--- src/rtl/hcd_pkg.sv ---
`timescale 1ns/1ps
package hcd_pkg;

  // Coarse view of the halt sequencer, exposed for checking.
  typedef enum logic [1:0] {
    PH_RUN   = 2'd0,
    PH_DRAIN = 2'd1,
    PH_SPENT = 2'd2
  } phase_t;

  // Effective divide ratio for a raw field value.
  function automatic int ratio_of(input int field, input int max_ratio);
    if (field <= 1) return 1;
    if (field > max_ratio) return max_ratio;
    return field;
  endfunction

  // Number of source cycles the output stays high in one period.
  function automatic int high_len(input int ratio);
    return ratio / 2;
  endfunction

endpackage

--- src/rtl/hcd_sync.sv ---
`timescale 1ns/1ps
module hcd_sync #(
  parameter int STAGES = 2
) (
  input  logic clk,
  input  logic rst_n,
  input  logic d,
  output logic q
);
  logic [STAGES-1:0] chain_q;

  generate
    if (STAGES == 1) begin : g_single
      always_ff @(posedge clk or negedge rst_n) begin
        if (!rst_n) chain_q <= '0;
        else        chain_q <= d;
      end
    end else begin : g_chain
      always_ff @(posedge clk or negedge rst_n) begin
        if (!rst_n) chain_q <= '0;
        else        chain_q <= {chain_q[STAGES-2:0], d};
      end
    end
  endgenerate

  assign q = chain_q[STAGES-1];
endmodule

--- src/rtl/hcd_period_ctr.sv ---
`timescale 1ns/1ps
module hcd_period_ctr
  import hcd_pkg::*;
#(
  parameter int MAX_RATIO = 128,
  parameter int FIELD_W   = 8,
  parameter int LW        = $clog2(MAX_RATIO + 1)
) (
  input  logic               clk,
  input  logic               rst_n,
  input  logic [FIELD_W-1:0] ratio_field,
  input  logic               start_i,     // begin a new period at this boundary
  output logic               boundary_o,  // this cycle may begin a period
  output logic               active_o,    // a period is in progress
  output logic [LW-1:0]      len_o,       // latched ratio of current period
  output logic               hi_o         // registered divided clock
);
  logic [LW-1:0] cnt_q, len_q, next_len, half_cur;
  logic          active_q, hi_q;
  logic          last_cycle;

  assign next_len   = LW'(ratio_of(int'(ratio_field), MAX_RATIO));
  assign half_cur   = LW'(high_len(int'(len_q)));
  assign last_cycle = (cnt_q == len_q - LW'(1));
  assign boundary_o = !active_q || last_cycle;

  always_ff @(posedge clk or negedge rst_n) begin
    if (!rst_n) begin
      cnt_q    <= '0;
      len_q    <= LW'(1);
      active_q <= 1'b0;
      hi_q     <= 1'b0;
    end else if (boundary_o) begin
      cnt_q <= '0;
      if (start_i) begin
        active_q <= 1'b1;
        len_q    <= next_len;
        hi_q     <= (next_len > LW'(1));
      end else begin
        active_q <= 1'b0;
        hi_q     <= 1'b0;
      end
    end else begin
      cnt_q <= cnt_q + LW'(1);
      hi_q  <= ((cnt_q + LW'(1)) < half_cur);
    end
  end

  assign active_o = active_q;
  assign len_o    = len_q;
  assign hi_o     = hi_q;

  // the latched ratio holds for the whole period
  a_r4_len_steady: assert property (@(posedge clk) disable iff (!rst_n)
    (active_q && !boundary_o) |=> $stable(len_q));

  // the divided clock rises only as a period begins
  a_r2_rise_at_start: assert property (@(posedge clk) disable iff (!rst_n)
    $rose(hi_q) |-> (active_q && cnt_q == '0));

  // the phase counter stays inside the latched period
  a_r2_cnt_in_range: assert property (@(posedge clk) disable iff (!rst_n)
    active_q |-> (cnt_q < len_q));
endmodule

--- src/rtl/hcd_halt_ctrl.sv ---
`timescale 1ns/1ps
module hcd_halt_ctrl
  import hcd_pkg::*;
#(
  parameter int DRAIN_CYCLES = 9,
  parameter int DW           = $clog2(DRAIN_CYCLES + 1)
) (
  input  logic          clk,
  input  logic          rst_n,
  input  logic          halt_s,    // synchronized halt request
  input  logic          boundary,  // counter may begin a period
  output logic          start_o,   // begin a period at this boundary
  output logic [DW-1:0] drain_o,
  output phase_t        phase_o
);
  logic [DW-1:0] drain_q;
  logic          spent;

  assign spent   = (drain_q == DW'(DRAIN_CYCLES));
  assign start_o = boundary && !(halt_s && spent);

  always_ff @(posedge clk or negedge rst_n) begin
    if (!rst_n) begin
      drain_q <= '0;
    end else if (boundary) begin
      if (!halt_s)     drain_q <= '0;
      else if (!spent) drain_q <= drain_q + DW'(1);
    end
  end

  always_comb begin
    if (halt_s && spent)    phase_o = PH_SPENT;
    else if (drain_q != '0) phase_o = PH_DRAIN;
    else                    phase_o = PH_RUN;
  end

  assign drain_o = drain_q;

  // the drain count never passes its limit
  a_r5_drain_cap: assert property (@(posedge clk) disable iff (!rst_n)
    drain_q <= DW'(DRAIN_CYCLES));
endmodule

--- src/rtl/hcd_clk_gate.sv ---
`timescale 1ns/1ps
module hcd_clk_gate (
  input  logic clk_src,
  input  logic rst_n,
  input  logic pass_mode,  // current period ratio is one
  input  logic pulse_arm,  // a one-cycle period was started
  input  logic div_hi,     // registered divided clock
  output logic clk_o
);
  logic en_q;

  // Enable changes only while clk_src is low, so no runt pulse.
  always_ff @(negedge clk_src or negedge rst_n) begin
    if (!rst_n) en_q <= 1'b0;
    else        en_q <= pulse_arm;
  end

  assign clk_o = pass_mode ? (clk_src & en_q) : div_hi;
endmodule

--- src/rtl/halting_clk_div.sv ---
`timescale 1ns/1ps
module halting_clk_div
  import hcd_pkg::*;
#(
  parameter int MAX_RATIO    = 128,
  parameter int FIELD_W      = 8,
  parameter int DRAIN_CYCLES = 9,
  parameter int SYNC_STAGES  = 2
) (
  input  logic               clk_src,
  input  logic               rst_n,
  input  logic [FIELD_W-1:0] div_ratio,
  input  logic               halt_req,
  output logic               clk_out
);
  localparam int LW = $clog2(MAX_RATIO + 1);
  localparam int DW = $clog2(DRAIN_CYCLES + 1);

  logic          halt_s, boundary, start, active, div_hi;
  logic          pass_mode, pulse_arm;
  logic [LW-1:0] len;
  logic [DW-1:0] drain;
  phase_t        phase;

  hcd_sync #(.STAGES(SYNC_STAGES)) u_sync (
    .clk(clk_src), .rst_n(rst_n), .d(halt_req), .q(halt_s)
  );

  hcd_period_ctr #(.MAX_RATIO(MAX_RATIO), .FIELD_W(FIELD_W), .LW(LW)) u_ctr (
    .clk(clk_src), .rst_n(rst_n), .ratio_field(div_ratio), .start_i(start),
    .boundary_o(boundary), .active_o(active), .len_o(len), .hi_o(div_hi)
  );

  hcd_halt_ctrl #(.DRAIN_CYCLES(DRAIN_CYCLES), .DW(DW)) u_halt (
    .clk(clk_src), .rst_n(rst_n), .halt_s(halt_s), .boundary(boundary),
    .start_o(start), .drain_o(drain), .phase_o(phase)
  );

  assign pass_mode = (len == LW'(1));
  assign pulse_arm = active && pass_mode;

  hcd_clk_gate u_gate (
    .clk_src(clk_src), .rst_n(rst_n), .pass_mode(pass_mode),
    .pulse_arm(pulse_arm), .div_hi(div_hi), .clk_o(clk_out)
  );

  // with the drain spent and no period running, the divided clock is low
  a_r6_spent_quiet: assert property (@(posedge clk_src) disable iff (!rst_n)
    (phase == PH_SPENT && !active) |-> !div_hi);

  // an idle divider without a halt begins a period on the next edge
  a_r7_resume_next: assert property (@(posedge clk_src) disable iff (!rst_n)
    (!active && !halt_s) |=> active);

  // the drain count moves only at period boundaries
  a_r5_drain_on_boundary: assert property (@(posedge clk_src) disable iff (!rst_n)
    !boundary |=> $stable(drain));
endmodule

--- config.mk ---
export PLATFORM = sky130hd
export DESIGN_NAME = halting_clk_div
export DESIGN_NICKNAME = d
export VERILOG_FILES = /design/src/rtl/hcd_pkg.sv /design/src/rtl/hcd_sync.sv /design/src/rtl/hcd_period_ctr.sv /design/src/rtl/hcd_halt_ctrl.sv /design/src/rtl/hcd_clk_gate.sv /design/src/rtl/halting_clk_div.sv
export SDC_FILE = /design/constraint.sdc
export NUM_CORES = 1
export LEC_CHECK = 0
export BUFFER_PORTS_ARGS = -buffer_cell sky130_fd_sc_hd__buf_2
export CAP_MARGIN = 5
export CORE_MARGIN = 10
export CORE_UTILIZATION = 53
export CTS_CLUSTER_DIAMETER = 50
export DETAILED_ROUTE_END_ITERATION = 6
export GPL_ROUTABILITY_DRIVEN = 0
export PLACE_DENSITY = 0.78
export SETUP_SLACK_MARGIN = 0.1
export SLEW_MARGIN = 5
export SYNTH_ARGS = -nofsm -noshare
export SYNTH_HDL_FRONTEND = slang
export SYNTH_SLANG_ARGS = --single-unit
--- constraint.sdc ---
create_clock -name clk_src -period 2.3 [get_ports clk_src]
set_input_delay 0.23 -clock clk_src [delete_from_list [all_inputs] [get_ports clk_src]]
set_output_delay 0.23 -clock clk_src [all_outputs]
set_load 0.02 [all_outputs]
==> impl_metrics.ini, run 1 <==
[layout]
antenna_diode_count = 0
seqCellArea_um2 = 633
finalNetCount = 201
multi_input_comb_area_um2 = 921
drive_gt1_frac = 0.371
most_common_library_cell_in_the_layout_ignoring_fill_and_taps = sky130_fd_sc_hd__dfrtp_1
layout_common_cells = sky130_fd_sc_hd__dfrtp_1, sky130_fd_sc_hd__buf_4, sky130_fd_sc_hd__inv_1, sky130_fd_sc_hd__ha_1, sky130_fd_sc_hd__buf_2
area.growth.synth_to_final_pct = 25.7
fillerInstances = 175

[grt]
overflow = 0
via_count_of_the_first_global_routing_pass = 1291
antenna_found_initial = 0
track_usage = 0.139
grt_start_max_net_pins = 25
grt_pass1_wl_um = 5880

[yosys]
syn-cell-area_um2 = 1510
synth_top_family_by_area = simple AND/OR/NAND/NOR gates
synth-simple-area-share = 0.167
count_of_synthesis_stage_warnings_from_yosys = 0
synth_sequential_area_ratio = 0.415
yosys.area_share.xor_xnor = 0.0985
synth-compound-area-share = 0.147
post_synth.cell_area_avg_um2 = 10.6
synth_adder_area_share = 0.0911
synthesis.instances = 143
multiplexer_share_of_the_synthesized_area = 0.0339
synth-seq-cells = 25
net_count_of_the_mapped_netlist = 165
synth_cell_types = 41

[routing]
dr.pass1.iters = 4
initial_drt_markers = 89
avgRoutedWirePerCell_um = 17.8
wl_um = 3730
antenna_left = 0
post_route_drc_violation_count = 0
route.detailed.vias_per_inst = 5.99
dr_total_vias = 1251

[critical_path]
timing.critical_path.buf_inv = 1
setup.worst_path.end_class = primary output
timing.critical_path.fanout_max = 1
critical_path_data_arrival_time_ns = 2.39
crit_path_start_kind = flop
timing.critical_path.slowest_stage_cell = sky130_fd_sc_hd__dfrtn_1
worstPathCellList = nand2_1 > o31ai_2 > buf_4
cpPeakStageDelay_ns = 0.40
worstPathRequired_ns = 2.07
worst_path_dominant_cell_family = flip-flops
criticalPathCategory = reg2out

[power_and_ir_drop]
power.density_cell_area_nw_per_um2 = 1320
vdd_ir_drop_max_mv = 0.926
leakage_power_summed_over_all_cells_nw = 0.900

[place]
io_buffer_count = 11
place_hpwl_um = 2350

[sta]
final.hold.worst_slack_ns = -0.00346
setup_viol_count_final = 2
final-hold-violation-count = 1
grt_setup_unrepaired = yes
worst_clock_skew_ns = 0.0113
worst_margin_pin_slew_ns = 0.375
drv_slew = 0
max-slew-margin-rel = 0.749
final.setup.tns_ns = -0.319
worst_slack_ns = -0.319

[clock_network]
worst_setup_hold_path_clk_slew_ns = 0.15
insertion_delay_ns = 0.45
tritoncts = yes

[floorplanning]
placementRows = 19
die-width_um = 73.4
fp.coreArea_um2 = 2730
io-pin-count = 12
die_area_um2 = 5390
start_util = 0.553
chipHeight_um = 73.4

[status]
failed_checks = negative hold slack, negative setup slack
run_status = finished, violations left

[flow_run]
cap_viol_max_count = 0

[min_path]
hold_path.class = in2reg
[power by group]
part           internal, mW  switching, mW
logic                 0.678          0.682
clock network         0.142          0.189
registers             0.598          0.222
total                  1.42           1.09
[timing repair]
item	4_1_cts	5_1_grt
hold buffers	2	0
resized for setup	6	19
cloned	0	1
endpoints found under the hold margin	24	0
pin swaps	4	7
setup endpoints to repair	12	19
buffers inserted	4	8
[routing by layer]
| layer | part of all wire | global-route usage |
|---|---|---|
| met5 | 0 | 0 |
| met4 | 0.048 | 0.0683 |
| met3 | 0.065 | 0.0458 |
| met2 | 0.48 | 0.220 |
| met1 | 0.41 | 0.165 |
[Yosys cell counts, drive strengths merged]
library cell | number | share of area
a21boi | 2 | 0.0099
nor2 | 8 | 0.020
buf | 2 | 0.015
mux2i | 1 | 0.0066
nor3b | 1 | 0.0083
o31a | 1 | 0.0058
nand3b | 1 | 0.0050
nand4 | 2 | 0.0083
a22o | 6 | 0.035
nor3 | 3 | 0.017
nand2 | 5 | 0.014
dfstp | 1 | 0.017
o31ai | 1 | 0.0050
inv | 12 | 0.030
o21ai | 4 | 0.013
a21o | 1 | 0.0050
nor4 | 2 | 0.0083
o41a | 1 | 0.0074
xor2 | 7 | 0.041
or2b | 1 | 0.0050
nand3 | 8 | 0.026
dfrtn | 1 | 0.017
o2111ai | 1 | 0.0058
nand2b | 2 | 0.0083
ha | 11 | 0.091
clkbuf | 1 | 0.0025
o211ai | 2 | 0.0099
o2bb2ai | 1 | 0.0058
and3 | 5 | 0.022
a311o | 1 | 0.0066
mux2 | 3 | 0.027
dfrtp | 23 | 0.38
o41ai | 1 | 0.018
a21oi | 4 | 0.013
xnor2 | 10 | 0.058
and2 | 6 | 0.025
o211a | 1 | 0.0066
[state kept, by name, summed over array words and instances (netlist names)]
signal,flops
u_ctr.active_o,1
u_ctr.cnt_q,8
u_ctr.hi_o,1
u_ctr.len_o,8
u_gate.en_q,1
u_halt.drain_o,4
u_sync.chain_q,2
[through the flow]
| stage | power (mW) | area, um^2 | util | cells | setup slack (ns) |
|---|---|---|---|---|---|
| after floorplan | 1.64 | 1540 | - | 143 | 0.0490 |
| after global placement | 1.83 | 1650 | 0.602 | 187 | 0.0889 |
| after detailed placement | 1.89 | 1650 | 0.602 | 187 | 0.0555 |
| after CTS | 2.22 | 1760 | 0.645 | 200 | -0.310 |
| after global routing | 2.68 | 1900 | 0.695 | 209 | -0.402 |
| final | 2.51 | 1900 | 0.695 | 209 | -0.319 |
[final timing paths]
check,start,end,slack (ns),depth (start not counted)
max,u_gate.en_q$_DFF_NN0_,clk_out,-0.32,3
max reg2reg,u_ctr.len_o[2]$_DFFE_PN0P_,u_halt.drain_o[3]$_DFFE_PN0P_,0.02,7
max in group asynchronous,rst_n,u_gate.en_q$_DFF_NN0_,1.06,2
min reg2reg,u_sync.chain_q[0]$_DFF_PN0_,u_sync.chain_q[1]$_DFF_PN0_,0.38,0
min,div_ratio[5],u_ctr.len_o[5]$_DFFE_PN0P_,-0.003,2
min in group asynchronous,rst_n,u_ctr.cnt_q[5]$_DFF_PN0_,0.29,3
[final cells by class]
type / instances / share of cell area
multi-input combinational: 104 / 0.485
sequential: 25 / 0.333
timing repair buffer: 29 / 0.108
clock buffer: 7 / 0.0276
inverter: 12 / 0.0237
tap: 31 / 0.0204
clock inverter: 1 / 0.00263
[logic make-up after synthesis]
kind of cell / Yosys count
simple gates: 44
fa+ha+maj: 11
flops: 25
mux: 4
buf+inv: 15
xor+xnor: 17
compound gates: 27
Note: power is estimated with default switching activity, not from simulation.
==> inputs of run 2 (changes only) <==
==> constraint.sdc (replaced) <==
create_clock -name clk_src -period 2.3 [get_ports clk_src]
set_input_delay 0.23 -clock clk_src [delete_from_list [all_inputs] [get_ports clk_src]]
set_output_delay 0.23 -clock clk_src [all_outputs]
set_load 0.1 [all_outputs]
==> run 2 against run 1 <==
Compared with the run above: clock skew fell by 0.0090 ns; hold slack improved by 0.0012 ns; sequential cell count did not move; critical path depth did not move; largest cell class unchanged; largest power group unchanged; the flow still finishes with violations (negative hold slack, negative setup slack); global-route usage rose by 1.3 points; cell area rose by 5.1%; register-to-register slack got worse by 0.09 ns; via count rose by 1.6%; clock-buffer cell count rose by 1; combinational power barely moved.
==> impl_metrics.ini, run 2 (synthesis gave the netlist of run 1 again) <==
[status]
run_status = finished, violations left
failed_checks = negative hold slack, negative setup slack

[routing]
avgRoutedWirePerCell_um = 18.3
top_signal_layer_used = met4
dr_total_vias = 1271
detailroute.wirelength.met2_um = 2030
route.detailed.vias_per_inst = 5.97
post_route_drc_violation_count = 0
dr.pass1.iters = 4
wl_um = 3910
antenna_left = 0
initial_drt_markers = 46
met1Wirelength_um = 1540
wl_met3_um = 212

[floorplanning]
die-width_um = 73.4
fp.coreArea_um2 = 2730
io-pin-count = 12
die_area_um2 = 5390
start_util = 0.553
chipHeight_um = 73.4
placementRows = 19

[grt]
grt_pass1_wl_um = 6130
track_usage = 0.153
grt_start_max_net_pins = 25
overflow = 0
via_count_of_the_first_global_routing_pass = 1320
antenna_found_initial = 0

[layout]
area.growth.synth_to_final_pct = 32.2
seqCellArea_um2 = 631
finalNetCount = 205
multi_input_comb_area_um2 = 950
drive_gt1_frac = 0.346
design_area_um2 = 2000
antenna_diode_count = 0
most_common_library_cell_in_the_layout_ignoring_fill_and_taps = sky130_fd_sc_hd__dfrtp_1
layout_common_cells = sky130_fd_sc_hd__dfrtp_1, sky130_fd_sc_hd__buf_4, sky130_fd_sc_hd__inv_1, sky130_fd_sc_hd__buf_2
postLayoutCoreUtil = 0.731
finish.cell_count_without_fillers = 213
fillerInstances = 170

[place]
placement.cell_area_um2 = 1660
io_buffer_count = 11
place_hpwl_um = 2520
numPlacedInstances = 188
place_worst_setup_slack_ns = -0.110

[min_path]
hold_path.class = in2reg
worst_hold_endpoint = u_ctr.len_o[1]$_DFFE_PN0P_
min_delay_src = div_ratio[1]
timing.hold.worst_path_depth = 2

[power_and_ir_drop]
vdd_ir_drop_max_mv = 1.12
power.switching_fraction = 0.438
clkPwrFrac = 0.161
p_switching_mw = 1.14
sequential_fraction_of_design_power = 0.309
power.internal_mw = 1.46
comb_power_share = 0.530
leakage_power_summed_over_all_cells_nw = 0.921
power.density_cell_area_nw_per_um2 = 1300

[clock_network]
worst_setup_hold_path_clk_slew_ns = 0.13
insertion_delay_ns = 0.45
tritoncts = yes

[flow_run]
cap_viol_max_count = 0

[sta]
worst_slack_ns = -0.427
drv_slew = 0
final.setup.tns_ns = -0.806
final.hold.worst_slack_ns = -0.00224
setup_viol_count_final = 10
final-hold-violation-count = 1
worst_margin_pin_slew_ns = 0.395
grt_setup_unrepaired = yes
worst_clock_skew_ns = 0.00234
max-slew-margin-rel = 0.735

[critical_path]
setup.worst_path.end_class = primary output
worst_path_dominant_cell_family = flip-flops
cpPeakStageDelay_ns = 0.41
rr_endpoint = u_ctr.len_o[1]$_DFFE_PN0P_
worstPathCellList = nand2_2 > o31ai_4 > buf_12
critical_path_data_arrival_time_ns = 2.50
criticalPathCategory = reg2out
crit_path_start_kind = flop
reg2reg_slack_ns = -0.07
worstPathRequired_ns = 2.07
timing.critical_path.buf_inv = 1
timing.critical_path.fanout_max = 1
crit-reg2reg-launch = u_ctr.len_o[2]$_DFFE_PN0P_
timing.critical_path.depth = 3
worst-r2r-cell-count = 9
timing.critical_path.slowest_stage_cell = sky130_fd_sc_hd__dfrtn_1
## run 2: changes by cell type in the layout (fill, tap and decap cells not counted), sizes merged
cell,delta
clkbuf,+1
nand2,-1
clkinv,-1
buf,+2
dlygate4sd3,+3
## run 2: layout make-up
| cell class | count | share of cell area |
|---|---|---|
| sequential | 25 | 0.316 |
| tap | 31 | 0.0194 |
| timing repair buffer | 34 | 0.133 |
| inverter | 12 | 0.0225 |
| clock buffer | 8 | 0.0344 |
| multi-input combinational | 103 | 0.475 |
## run 2: layer usage
layer | global-route usage | vias up
li1 | - | 584
met1 | 0.164 | 632
met2 | 0.240 | 40
met3 | 0.0646 | 15
met4 | 0.101 | 0
met5 | 0 | -
## run 2: how the worst max path moves through the flow
stage,from,endpoint,slack (ns)
final,u_gate.en_q$_DFF_NN0_,clk_out,-0.43
after global routing,u_gate.en_q$_DFF_NN0_,clk_out,-0.48
after CTS,u_gate.en_q$_DFF_NN0_,clk_out,-0.42
after detailed placement,u_gate.en_q$_DFF_NN0_,clk_out,-0.11
after global placement,u_gate.en_q$_DFF_NN0_,clk_out,-0.11
after floorplan,u_gate.en_q$_DFF_NN0_,clk_out,-0.35
## run 2: power by group through the flow
stage | clock, mW | sequential (mW) | combinational [mW]
floorplan | 0.0895 | 0.726 | 0.901
global placement | 0.0967 | 0.791 | 1.02
detailed placement | 0.0967 | 0.810 | 1.10
CTS | 0.421 | 0.804 | 1.17
global route | 0.448 | 0.824 | 1.52
finish | 0.420 | 0.805 | 1.38
## run 2: stage by stage
step	hold slack (ns)	power (mW)
final	-0.00224	2.60
after global routing	-0.00159	2.79
after CTS	0.00752	2.40
after detailed placement	0.266	2.00
after global placement	0.267	1.91
after floorplan	-0.0656	1.72
## run 2: what timing repair did
item | in CTS | in global routing
hold endpoints to repair | 24 | 3
pin swaps | 9 | 14
cloned | 0 | 0
hold buffers | 2 | 3
buffers inserted | 7 | 7
endpoints found under the setup margin | 13 | 23
resized for setup | 19 | 17
==> inputs of run 3 (changes only) <==
--- a/config.mk
+++ b/config.mk
@@ -7,12 +7,14 @@
 export LEC_CHECK = 0
 export BUFFER_PORTS_ARGS = -buffer_cell sky130_fd_sc_hd__buf_2
 export CAP_MARGIN = 5
+export CELL_PAD_IN_SITES_DETAIL_PLACEMENT = 0
+export CELL_PAD_IN_SITES_GLOBAL_PLACEMENT = 1
 export CORE_MARGIN = 10
-export CORE_UTILIZATION = 53
+export CORE_UTILIZATION = 42
 export CTS_CLUSTER_DIAMETER = 50
 export DETAILED_ROUTE_END_ITERATION = 6
 export GPL_ROUTABILITY_DRIVEN = 0
-export PLACE_DENSITY = 0.78
+export PLACE_DENSITY = 0.77
 export SETUP_SLACK_MARGIN = 0.1
 export SLEW_MARGIN = 5
 export SYNTH_ARGS = -nofsm -noshare
==> run 3 against run 2 <==
Compared with the run above: the flow finishes with violations (negative setup slack); clock-buffer cell count decreased by 1; sequential share of layout area down 0.49 points; critical path depth is the same; largest cell class unchanged.
==> impl_metrics.ini, run 3 (synthesis gave the netlist of run 1 again) <==
[sta]
grt_setup_unrepaired = yes
drv_slew = 0
worst_margin_pin_slew_ns = 0.482
final-hold-violation-count = 0
max-slew-margin-rel = 0.678
setup_viol_count_final = 4
worst_clock_skew_ns = 0.00253
worst_slack_ns = -0.402
final.hold.worst_slack_ns = 0.0245

[routing]
route.detailed.vias_per_inst = 5.28
initial_drt_markers = 62
post_route_drc_violation_count = 0
wl_um = 3540
dr.pass1.iters = 4
antenna_left = 0
dr_total_vias = 1219
avgRoutedWirePerCell_um = 15.3

[floorplanning]
start_util = 0.442
die_area_um2 = 6400
placementRows = 21
chipHeight_um = 80.0
io-pin-count = 12
fp.coreArea_um2 = 3420
die-width_um = 80.0

[layout]
finish.cell_count_without_fillers = 231
design_area_um2 = 2030
antenna_diode_count = 0
drive_gt1_frac = 0.405
most_common_library_cell_in_the_layout_ignoring_fill_and_taps = sky130_fd_sc_hd__dfrtp_1
layout_common_cells = sky130_fd_sc_hd__dfrtp_1, sky130_fd_sc_hd__buf_4, sky130_fd_sc_hd__inv_1, sky130_fd_sc_hd__ha_1, sky130_fd_sc_hd__buf_2
area.growth.synth_to_final_pct = 34.0
postLayoutCoreUtil = 0.593
finalNetCount = 208

[grt]
overflow = 0
antenna_found_initial = 0
grt_start_max_net_pins = 25
grt_pass1_wl_um = 5980
track_usage = 0.120
via_count_of_the_first_global_routing_pass = 1315

[critical_path]
worstPathRequired_ns = 2.07
timing.critical_path.buf_inv = 1
setup.worst_path.end_class = primary output
timing.critical_path.slowest_stage_cell = sky130_fd_sc_hd__dfrtn_1
crit_path_start_kind = flop
timing.critical_path.fanout_max = 1
worstPathCellList = nand2_2 > o31ai_4 > buf_12
worst_path_dominant_cell_family = flip-flops
critical_path_data_arrival_time_ns = 2.47
criticalPathCategory = reg2out
cpPeakStageDelay_ns = 0.42

[place]
place_hpwl_um = 2400
placement.cell_area_um2 = 1690
numPlacedInstances = 204
io_buffer_count = 11
place_worst_setup_slack_ns = -0.114

[clock_network]
worst_setup_hold_path_clk_slew_ns = 0.13
tritoncts = yes
insertion_delay_ns = 0.43

[status]
failed_checks = negative setup slack
run_status = finished, violations left

[power_and_ir_drop]
leakage_power_summed_over_all_cells_nw = 0.957
power.density_cell_area_nw_per_um2 = 1280
vdd_ir_drop_max_mv = 0.583

[flow_run]
cap_viol_max_count = 0

[min_path]
hold_path.class = in2reg
==> run 3: final cells by class <==
cell class	instances	area (um^2)
clock inverters	1	5.00
clock buffers	7	65.1
fillers	297	1390
repair buffers	36	274
well taps	46	57.6
multi-input cells	104	950
flip-flops and latches	25	629
inverters	12	45.0
==> run 3: path summary, 6_finish.rpt <==
check                                                 start                            end  slack [ns]  cells past startpoint
worst min-delay path                           div_ratio[2]     u_ctr.len_o[2]$_DFFE_PN0P_        0.02                      2
worst min register to register  u_sync.chain_q[0]$_DFF_PN0_    u_sync.chain_q[1]$_DFF_PN0_        0.37                      0
min in group asynchronous                             rst_n           u_ctr.hi_o$_DFF_PN0_        0.32                      3
worst max-delay path                  u_gate.en_q$_DFF_NN0_                        clk_out       -0.40                      3
max in group asynchronous                             rst_n          u_gate.en_q$_DFF_NN0_        1.05                      2
worst max register to register   u_ctr.len_o[0]$_DFFE_PN1P_  u_halt.drain_o[0]$_DFFE_PN0P_           0                      8
==> run 3: where the power goes <==
group          switching [mW]  total [mW]  internal, mW
logic                   0.647        1.39         0.739
clock network           0.239       0.411         0.171
registers               0.198       0.791         0.593
==> run 3: metal layers <==
layer	vias up	GRT usage	wire, um	share of wire
met1	594	0.137	1560	0.44
met3	5	0.0574	177	0.050
met5	-	0	0	0
met4	0	0.0599	58	0.016
met2	29	0.183	1750	0.49
li1	591	-	-	-
==> run 3: timing repair <==
action,CTS,global route
hold endpoints to repair,24,2
gates cloned,1,0
buffers inserted,7,8
setup endpoints to repair,13,19
hold buffers,2,2
pin swaps,7,12
gates resized for setup,16,20
==> run 3: metrics by stage <==
stage	setup TNS, ns	power [mW]
floorplan	-0.348	1.72
global placement	-0.110	1.93
detailed placement	-0.114	1.98
CTS	-0.420	2.37
global route	-0.983	2.80
finish	-0.405	2.59
